### src/rtl/pwr_sup_pkg.sv
package pwr_sup_pkg;
  localparam int IDX_UV    = 0;
  localparam int IDX_FBWIN = 1;
  localparam int IDX_SS4   = 2;
  localparam int IDX_SS13  = 3;
  localparam int IDX_LOW   = 4;
  localparam int IDX_HIGH  = 5;
  localparam int IDX_AUX   = 6;
  localparam int IDX_S3    = 7;
  localparam int IDX_EN    = 8;
  localparam int NUM_FLAGS = 9;
  localparam int SYNC_DEPTH = 2;

  typedef enum logic [1:0] {
    DIS_IDLE = 2'd0,
    DIS_PULL = 2'd1,
    DIS_WAIT = 2'd2
  } dischState_t;

  typedef struct packed {
    logic faultOn;
    logic lowPull;
    logic loadOn;
  } ctrlStrobe_t;
endpackage

### src/rtl/pwr_sup_sync.sv
module pwr_sup_sync
  import pwr_sup_pkg::*;
#(
  parameter int WIDTH = NUM_FLAGS
) (
  input  logic             clk,
  input  logic             rstN,
  input  logic [WIDTH-1:0] rawIn,
  output logic [WIDTH-1:0] syncOut
);
  for (genvar g = 0; g < WIDTH; g++) begin : g_bit
    logic [SYNC_DEPTH-1:0] stages;
    always_ff @(posedge clk or negedge rstN) begin
      if (!rstN) stages <= '0;
      else       stages <= {stages[SYNC_DEPTH-2:0], rawIn[g]};
    end
    assign syncOut[g] = stages[SYNC_DEPTH-1];
  end
endmodule

### src/rtl/pwr_sup_ctrl.sv
module pwr_sup_ctrl
  import pwr_sup_pkg::*;
#(
  parameter int UV_LIMIT = 200
) (
  input  logic        clk,
  input  logic        rstN,
  input  logic        sUv,
  input  logic        sSs13,
  input  logic        sBelowLo,
  input  logic        sAboveHi,
  input  logic        sEn,
  output ctrlStrobe_t strobe
);
  localparam int CNT_W = $clog2(UV_LIMIT + 1);
  localparam logic [CNT_W-1:0] TRIP_AT = CNT_W'(UV_LIMIT - 1);

  logic [CNT_W-1:0] uvCnt;
  logic             faultQ;
  logic             enPrev;
  dischState_t      dState;
  logic             uvArmed;
  logic             uvTrip;
  logic             enRise;

  assign uvArmed = sUv && sSs13;
  assign uvTrip  = uvArmed && (uvCnt == TRIP_AT);
  assign enRise  = sEn && !enPrev;

  always_ff @(posedge clk or negedge rstN) begin
    if (!rstN)                     uvCnt <= '0;
    else if (!uvArmed)             uvCnt <= '0;
    else if (uvCnt != TRIP_AT + 1'b1) uvCnt <= uvCnt + 1'b1;
  end

  always_ff @(posedge clk or negedge rstN) begin
    if (!rstN) begin
      enPrev <= 1'b0;
      faultQ <= 1'b0;
    end else begin
      enPrev <= sEn;
      if (enRise)      faultQ <= 1'b0;
      else if (uvTrip) faultQ <= 1'b1;
    end
  end

  always_ff @(posedge clk or negedge rstN) begin
    if (!rstN) dState <= DIS_IDLE;
    else if (enRise) dState <= DIS_IDLE;
    else begin
      unique case (dState)
        DIS_IDLE: if (uvTrip)   dState <= DIS_PULL;
        DIS_PULL: if (sBelowLo) dState <= DIS_WAIT;
        DIS_WAIT: if (sAboveHi) dState <= DIS_PULL;
        default:                dState <= DIS_IDLE;
      endcase
    end
  end

  assign strobe.faultOn = faultQ;
  assign strobe.lowPull = (dState == DIS_PULL);
  assign strobe.loadOn  = faultQ || !sEn;

  AST_CNT_BOUND: assert property (@(posedge clk) disable iff (!rstN)
    uvCnt <= CNT_W'(UV_LIMIT));
  AST_TRIP_NEEDS_UV: assert property (@(posedge clk) disable iff (!rstN)
    $rose(faultQ) |-> $past(sUv));
  AST_TRIP_NEEDS_SS: assert property (@(posedge clk) disable iff (!rstN)
    $rose(faultQ) |-> $past(sSs13));
  AST_BLANK_HOLDS_ZERO: assert property (@(posedge clk) disable iff (!rstN)
    $past(!sSs13) |-> uvCnt == '0);
  AST_CLEAR_ON_EDGE: assert property (@(posedge clk) disable iff (!rstN)
    $fell(faultQ) |-> ($past(sEn) && !$past(sEn, 2)));
  AST_RELOAD_NEEDS_HI: assert property (@(posedge clk) disable iff (!rstN)
    (dState == DIS_PULL && $past(dState) == DIS_WAIT) |-> $past(sAboveHi));
  AST_RELEASE_NEEDS_LO: assert property (@(posedge clk) disable iff (!rstN)
    (dState == DIS_WAIT && $past(dState) == DIS_PULL) |-> $past(sBelowLo));
endmodule

### src/rtl/pwr_sup_datapath.sv
module pwr_sup_datapath
  import pwr_sup_pkg::*;
(
  input  logic                 clk,
  input  logic                 rstN,
  input  logic [NUM_FLAGS-1:0] sFlags,
  input  ctrlStrobe_t          strobe,
  input  logic                 pwmHighIn,
  input  logic                 pwmLowIn,
  output logic                 powerGood,
  output logic                 hiGate,
  output logic                 loGate,
  output logic                 dischLoad
);
  always_comb begin
    powerGood = sFlags[IDX_S3] && sFlags[IDX_SS4] && sFlags[IDX_FBWIN]
                && sFlags[IDX_AUX] && !strobe.faultOn;
    hiGate    = strobe.faultOn ? 1'b0 : pwmHighIn;
    loGate    = strobe.faultOn ? strobe.lowPull : pwmLowIn;
    dischLoad = strobe.loadOn;
  end

  AST_PG_BLOCKED_BY_FAULT: assert property (@(posedge clk) disable iff (!rstN)
    $rose(strobe.faultOn) |-> !powerGood);
endmodule

### src/rtl/pwr_fault_supervisor.sv
module pwr_fault_supervisor
  import pwr_sup_pkg::*;
#(
  parameter int UV_LIMIT = 200
) (
  input  logic clk,
  input  logic rstN,
  input  logic uvFlagIn,
  input  logic fbInWinIn,
  input  logic ss4In,
  input  logic ss13In,
  input  logic outBelowLoIn,
  input  logic outAboveHiIn,
  input  logic auxGoodIn,
  input  logic s3In,
  input  logic enIn,
  input  logic pwmHighIn,
  input  logic pwmLowIn,
  output logic powerGood,
  output logic hiGate,
  output logic loGate,
  output logic dischLoad
);
  logic [NUM_FLAGS-1:0] rawFlags;
  logic [NUM_FLAGS-1:0] sFlags;
  ctrlStrobe_t          strobe;

  always_comb begin
    rawFlags           = '0;
    rawFlags[IDX_UV]    = uvFlagIn;
    rawFlags[IDX_FBWIN] = fbInWinIn;
    rawFlags[IDX_SS4]   = ss4In;
    rawFlags[IDX_SS13]  = ss13In;
    rawFlags[IDX_LOW]   = outBelowLoIn;
    rawFlags[IDX_HIGH]  = outAboveHiIn;
    rawFlags[IDX_AUX]   = auxGoodIn;
    rawFlags[IDX_S3]    = s3In;
    rawFlags[IDX_EN]    = enIn;
  end

  pwr_sup_sync #(.WIDTH(NUM_FLAGS)) u_sync (
    .clk(clk), .rstN(rstN), .rawIn(rawFlags), .syncOut(sFlags)
  );

  pwr_sup_ctrl #(.UV_LIMIT(UV_LIMIT)) u_ctrl (
    .clk(clk), .rstN(rstN),
    .sUv(sFlags[IDX_UV]), .sSs13(sFlags[IDX_SS13]),
    .sBelowLo(sFlags[IDX_LOW]), .sAboveHi(sFlags[IDX_HIGH]),
    .sEn(sFlags[IDX_EN]), .strobe(strobe)
  );

  pwr_sup_datapath u_dp (
    .clk(clk), .rstN(rstN), .sFlags(sFlags), .strobe(strobe),
    .pwmHighIn(pwmHighIn), .pwmLowIn(pwmLowIn),
    .powerGood(powerGood), .hiGate(hiGate), .loGate(loGate),
    .dischLoad(dischLoad)
  );

  AST_PG_SYNC_DELAY: assert property (@(posedge clk) disable iff (!rstN)
    $rose(powerGood) |-> ($past(fbInWinIn, 2) && $past(s3In, 2)));
  AST_HI_OFF_IN_FAULT: assert property (@(posedge clk) disable iff (!rstN)
    strobe.faultOn |-> !hiGate);
  AST_LOAD_IN_FAULT: assert property (@(posedge clk) disable iff (!rstN)
    strobe.faultOn |-> dischLoad);
  AST_RESET_STATE: assert property (@(posedge clk)
    !rstN |-> (!powerGood && dischLoad));
endmodule

### config.mk
export PLATFORM = sky130hd
export DESIGN_NAME = pwr_fault_supervisor
export DESIGN_NICKNAME = d
export VERILOG_FILES = /design/src/rtl/pwr_sup_pkg.sv /design/src/rtl/pwr_sup_sync.sv /design/src/rtl/pwr_sup_ctrl.sv /design/src/rtl/pwr_sup_datapath.sv /design/src/rtl/pwr_fault_supervisor.sv
export SDC_FILE = /design/constraint.sdc
export NUM_CORES = 1
export LEC_CHECK = 0
export ABC_AREA = 1
export BUFFER_PORTS_ARGS = -buffer_cell sky130_fd_sc_hd__buf_2
export CORE_MARGIN = 5
export CORE_UTILIZATION = 54
export DETAILED_ROUTE_END_ITERATION = 12
export GPL_TIMING_DRIVEN = 0
export PLACE_DENSITY = 0.74
export SYNTH_ARGS = -nofsm -noshare
export SYNTH_HDL_FRONTEND = slang
export SYNTH_HIERARCHICAL = 1
export SYNTH_SLANG_ARGS = --single-unit
### constraint.sdc
create_clock -name clk -period 1.51 [get_ports clk]
set_input_delay 0 -clock clk [delete_from_list [all_inputs] [get_ports clk]]
set_output_delay 0 -clock clk [all_outputs]
set_load 0.03 [all_outputs]
==> impl_metrics.toml, run 1 <==
[place]
hpwl_mm = 1.36
gp_congestion = 0.839
port_buffers = 16

[route]
wirelength_mm = 2.02
vias_per_cell = 4.82
wl_per_cell_um = 11.4
vias = 853
drtIter0Drc = 28
drc = 0
drtAntennaViolNets = 0
dr.pass1.iters = 4

[pwr]
p_leak_nw = 0.750
peakVddDrop_mv = 0.826
powerDensity_mw_per_mm2 = 1010

[global_routing]
grt_usage_pct = 14.5
grt_max_degree = 31
grt_overflow = 0
grt_pass1_wl_mm = 3.57
grt_pass1_vias = 820
antenna_found_initial = 0

[worst_setup_path]
required_ns = 1.73
rr_startpoint = "u_sync/g_bit[3].stages[1]$_DFF_PN0_"
r2r-end = "u_ctrl/dState[1]$_DFFE_PN0P_"
criticalPathCategory = "register to register"
start_kind = "register"
worstPathArrival_ns = 1.56
cp_max_fo = 9
setup.worst_path.start = "u_sync/g_bit[3].stages[1]$_DFF_PN0_"
reg2regPathDepth = 7
ff2ff_setup_slack_ns = 0.17
critPathCaptureType = "register"

[finish]
regArea_sq_um = 751
drive_gt1_share_pct = 29.5
insertedDiodeCount = 0
fin_nets = 163
syn_to_final_growth_pct = 23.0
nFillCells = 163
layout_common_cells = "dfrtp_1 (30), nand2_1 (17), buf_2 (16), inv_1 (12), buf_4 (11)"
final_util_pct = 68.8
multi_input_area_sq_um = 328
final_common_cell = "dfrtp_1"

[clock_network]
clk_latency_ns = 0.32
clk_pin_slew_ns = 0.10
htreeDepth = 2
cts_num_sinks = 30
numCtsBuffers = 5
cts-root-buf = "clkbuf_4"
max-clock-path-buffers = 2
cts_tree = "built"
ctsResizeCount = 0
postCtsSetupBuffers = 0

[floorplan]
start_util_pct = 55.9
die_w_um = 57.4
ios = 17
rows = 17
dieHeight_um = 57.4
placeableCoreArea_sq_mm = 0.00217
die_area_sq_mm = 0.00330

[yosys]
avgSynthCellArea_sq_um = 10.6
yosysSeqAreaShare_pct = 61.9
synthCells = 115
ys_ff_latch = 30
syn_nets = 130
syn-cell-area_sq_mm = 0.00121
synth.area.top_cells = "dfrtp_1 (62%), buf_4 (6.8%), nand2_1 (5.3%), inv_1 (3.7%), nor2_1 (2.8%)"
yosysWarningCount = 6
yosys.area.top_type_share_pct = 61.9
synth_cell_types = 24
synth_area_leader_cell = "dfrtp_1"

[worst_hold_path]
hp-class = "primary input to async pin"

[sta]
slew_headroom_pct = 58.1
finClkSkew_ns = 0.00752
tns_ns = 0
finalCritPeriodShare_pct = 88.6
max_freq_mhz = 748
slew_violations = 0
finalCriticalPeriod_ns = 1.34
final-hold-violation-count = 0
setup_viol = 0
tightest_slew_ns = 0.629
rsz0062_at_grt = "false"

[status]
outcome = "finished, final reports clean"

[run]
drv_cap = 0
## layer usage
layer	vias to the layer above	global-route usage, %	part of all wire, %
met5	-	0	0
met4	0	6.95	0.50
met2	14	22.7	51
li1	426	-	-
met3	2	4.75	4.6
met1	411	18.0	43
## critical path: stages, from the launching register on
cell and delay, ns:
dfrtp_1 0.38, buf_4 0.12, nand2_1 0.09, clkinv_1 0.25, nand4_1 0.21, nand2_1 0.07
nand3_1 0.07, nand2_1 0.05
## power by group
part	total, mW	switching (mW)	internal, mW	leakage [nW]
clock network	0.493	0.270	0.224	0.0343
registers	0.858	0.0180	0.840	0.373
logic	0.149	0.0775	0.0712	0.343
## cells by family after synthesis
group	after synthesis	share of synthesized area, %
and+or+nand+nor	47	19.5
DFF	30	61.9
AOI/OAI and AO/OA	10	4.74
xor gates and xnor gates	1	0.722
buffers and inverters	25	11.1
adders and majority gates	2	2.06
## cell type report
class / instances / area share, %
flip-flops and latches: 30 / 50.3
repair buffers: 26 / 12.1
well taps: 28 / 2.35
inverters: 14 / 3.52
clock inverters: 2 / 0.838
multi-input cells: 60 / 22.0
clock buffers: 6 / 3.44
plain buffers: 11 / 5.53
## stage by stage
| step | cell area [sq um] | total power [mW] | hold WS, ns | setup slack (ns) | instances |
|---|---|---|---|---|---|
| floorplan | 1210 | 0.954 | -0.296 | 0.376 | 115 |
| global placement | 1330 | 0.996 | 0.0531 | 0.229 | 159 |
| detailed placement | 1330 | 1.00 | 0.0539 | 0.210 | 159 |
| CTS | 1490 | 1.52 | 0.226 | 0.196 | 177 |
| global route | 1490 | 1.58 | 0.298 | 0.0541 | 177 |
| finish | 1490 | 1.50 | 0.228 | 0.172 | 177 |
## worst max-delay path by stage
stage,slack [ns],to,cells after the start
after global routing,0.05,u_ctrl/dState[1]$_DFFE_PN0P_,7
after floorplan,0.38,u_ctrl/dState[1]$_DFFE_PN0P_,7
after detailed placement,0.21,u_ctrl/dState[1]$_DFFE_PN0P_,7
after CTS,0.20,u_ctrl/dState[1]$_DFFE_PN0P_,7
after global placement,0.23,u_ctrl/dState[1]$_DFFE_PN0P_,7
final,0.17,u_ctrl/dState[1]$_DFFE_PN0P_,7
## Yosys cell counts
cell       n
nor3_1     4
dfrtp_1   30
o21ai_1    2
a21oi_1    3
nand3_1    5
inv_2      1
inv_1     12
o21bai_1   1
nand4_2    1
clkinv_1   1
nand4_1    3
nor2_4     1
ha_1       2
buf_4     11
nor2_2     3
xor2_1     1
a31oi_1    1
and3_1     1
a21oi_2    1
nand3_2    2
nand2_1   17
nor4_1     1
nor2_1     9
o21ai_0    2
## state kept, by name (all words and copies together), names as in the netlist
name / flops
u_ctrl/dState: 2
u_ctrl/faultQ: 1
u_sync/g_bit.stages: 18
u_ctrl/enPrev: 1
u_ctrl/uvCnt: 8
## what timing repair did
action / CTS / global route
hold buffers: 10 / 0
endpoints found under the hold margin: 39 / 0
setup endpoints to repair: 0 / 0
Power figures use the tool's default switching activity.
==> inputs of run 2 (changes only) <==
--- a/config.mk
+++ b/config.mk
@@ -5,7 +5,6 @@
 export SDC_FILE = /design/constraint.sdc
 export NUM_CORES = 1
 export LEC_CHECK = 0
-export ABC_AREA = 1
 export BUFFER_PORTS_ARGS = -buffer_cell sky130_fd_sc_hd__buf_2
 export CORE_MARGIN = 5
 export CORE_UTILIZATION = 54
==> run 2 against run 1 <==
  * First-iteration DRC count is 32% lower
  * Critical path depth is 2 lower
  * Largest cell class unchanged
  * Synthesized cell count is 12% lower
  * Maximum frequency is 6.2% lower
  * Sequential cell count stayed put
  * Utilization is 1.8 points higher
  * Sequential share of layout area is 1.7 points lower
  * Non-clock buffer count is 2 higher
  * Wire length is 7.6% higher
  * Largest power group unchanged
  * Clock power is 68% higher
  * Die area is 0.42% higher
  * Critical endpoint is now u_ctrl/uvCnt[2]$_DFFE_PN0P_
==> impl_metrics.toml, run 2 <==
[worst_setup_path]
cp_max_fo = 6
criticalPathCategory = "register to register"
critPathCaptureType = "register"
setup.worst_path.start = "u_ctrl/uvCnt[0]$_DFFE_PN0P_"
rr_startpoint = "u_ctrl/uvCnt[0]$_DFFE_PN0P_"
crit_chain = "inv_1, ha_1, and3b_1, a211o_1, a21oi_2"
required_ns = 1.76
critPathMaxStageDelay_ns = 0.42
crit_slowest_cell = "dfrtp_2"
start_kind = "register"
worstPathArrival_ns = 1.67

[yosys]
async_reset_ff_share_pct = 100
synthCells = 101
yosysMostFrequentCell = "dfrtp_1"
synthFlopType = "dfrtp_1"
yosys.area.top_type_share_pct = 61.5
yosysWarningCount = 6
ys_ff_latch = 30
synth_cell_types = 27
ys_top_cells_by_count = "dfrtp_1 (30), buf_4 (13), a21oi_1 (6), nand3_1 (6), nand2_1 (5)"
synth.area.top_cells = "dfrtp_1 (62%), buf_4 (8.0%), a21oi_1 (2.5%), nand3_1 (2.5%), ha_1 (2.1%)"
avgSynthCellArea_sq_um = 12.1
synth_edf_count = 0
synth_area_leader_cell = "dfrtp_1"
syn_nets = 116
syn-cell-area_sq_mm = 0.00122
yosysSeqAreaShare_pct = 61.5

[finish]
multi_input_area_sq_um = 357
layout_common_cells = "dfrtp_1 (29), buf_2 (16), buf_4 (13), dlygate4sd3_1 (10)"
drive_gt1_share_pct = 31.1
nFillCells = 150
largest_reg_flops = 18
final_common_cell = "dfrtp_1"
fin_nets = 149
final_util_pct = 70.6
regArea_sq_um = 752
syn_to_final_growth_pct = 26.9
top_regs = "u_sync/g_bit.stages (18), u_ctrl/uvCnt (8), u_ctrl/dState (2)"
fin_cells = 163
regMostFlops = "u_sync/g_bit.stages"
fin_area_sq_mm = 0.00155
insertedDiodeCount = 0

[sta]
finalCriticalPeriod_ns = 1.43
finalCritPeriodShare_pct = 94.5
slew_violations = 0
max_freq_mhz = 701
setup_ws_ns = 0.0832
hold-worst-slack_ns = 0.230
setup_viol = 0
rsz0062_at_grt = "false"
slew_headroom_pct = 57.6
tns_ns = 0
final-hold-violation-count = 0
finClkSkew_ns = 0.00577
tightest_slew_ns = 0.636

[route]
wirelength_mm = 2.17
drtIter0Drc = 19
dr.pass1.iters = 4
wl_per_cell_um = 13.3
vias_per_cell = 5.02
drc = 0
vias = 818
drtAntennaViolNets = 0

[pwr]
powerDensity_mw_per_mm2 = 1150
peakVddDrop_mv = 1.10
p_leak_nw = 0.722
finalPower_mw = 1.78

[global_routing]
antenna_found_initial = 0
grt_usage_pct = 15.0
grt_max_degree = 31
grt_pass1_wl_mm = 3.68
grt_overflow = 0
grt_pass1_vias = 865

[clock_network]
max-clock-path-buffers = 2
clk_pin_slew_ns = 0.09
numCtsBuffers = 5
postCtsSetupBuffers = 0
htreeDepth = 2
cts_num_sinks = 30
clk_latency_ns = 0.32
cts-root-buf = "clkbuf_4"
cts_tree = "built"

[status]
outcome = "finished, final reports clean"

[place]
dpl.cell_count = 145
postPlaceCellArea_sq_mm = 0.00134
gp_congestion = 0.797
place_ws_ns = 0.0769
port_buffers = 16
hpwl_mm = 1.41

[floorplan]
die_area_sq_mm = 0.00331
dieHeight_um = 57.5
placeableCoreArea_sq_mm = 0.00219
rows = 17
start_util_pct = 55.7
ios = 17
die_w_um = 57.5

[worst_hold_path]
hp-class = "primary input to async pin"

[run]
drv_cap = 0
## run 2: layout make-up
type | instances | area share (%)
multi-input combinational | 54 | 23.0
inverter | 4 | 0.970
sequential | 30 | 48.6
tap | 28 | 2.26
timing repair buffer | 26 | 11.6
clock buffer | 6 | 3.31
clock inverter | 2 | 3.88
buffer | 13 | 6.31
## run 2: path summary, 6_finish.rpt
path / slack, ns / cells after the start / to
worst max register to register: 0.08 / 5 / u_ctrl/uvCnt[2]$_DFFE_PN0P_
max in group asynchronous: 0.82 / 2 / u_ctrl/uvCnt[0]$_DFFE_PN0P_
worst max-delay path: 0.08 / 5 / u_ctrl/uvCnt[2]$_DFFE_PN0P_
worst min-delay path: 0.23 / 2 / u_sync/g_bit[7].stages[0]$_DFF_PN0_
worst min register to register: 0.36 / 0 / u_sync/g_bit[6].stages[1]$_DFF_PN0_
min in group clk: 0.31 / 2 / u_sync/g_bit[6].stages[0]$_DFF_PN0_
## run 2: report_power, final
part | switching (mW) | internal, mW
logic | 0.0519 | 0.0570
registers | 0.0108 | 0.831
clock network | 0.266 | 0.561
total | 0.329 | 1.45
## run 2: repair_timing
item                       in CTS  in global routing
setup endpoints to repair       0                  1
hold buffers                   10                  0
gates resized for setup         0                  1
hold endpoints to repair       39                  0
## run 2: cell families after synthesis
group	count (synthesis)	synth area share, %
xor+xnor	2	1.44
fa+ha+maj	2	2.05
flops	30	61.5
buf+inv	17	9.23
simple gates	34	16.7
mux	1	1.23
compound gates	15	7.80
## run 2: per-layer routing
metal	GRT usage [%]	up-vias	share of wire (%)
met4	7.95	0	2.0
li1	-	398	-
met1	16.9	397	43
met5	0	-	0
met3	4.98	5	4.6
met2	25.0	18	50
## run 2: worst max-delay path, delay by kind of cell, from the launching register on
family          cells  cell delay (ns)
compound gates      2             0.43
fa+ha+maj           1             0.22
buf+inv             1             0.08
flops               1             0.42
simple gates        1             0.20
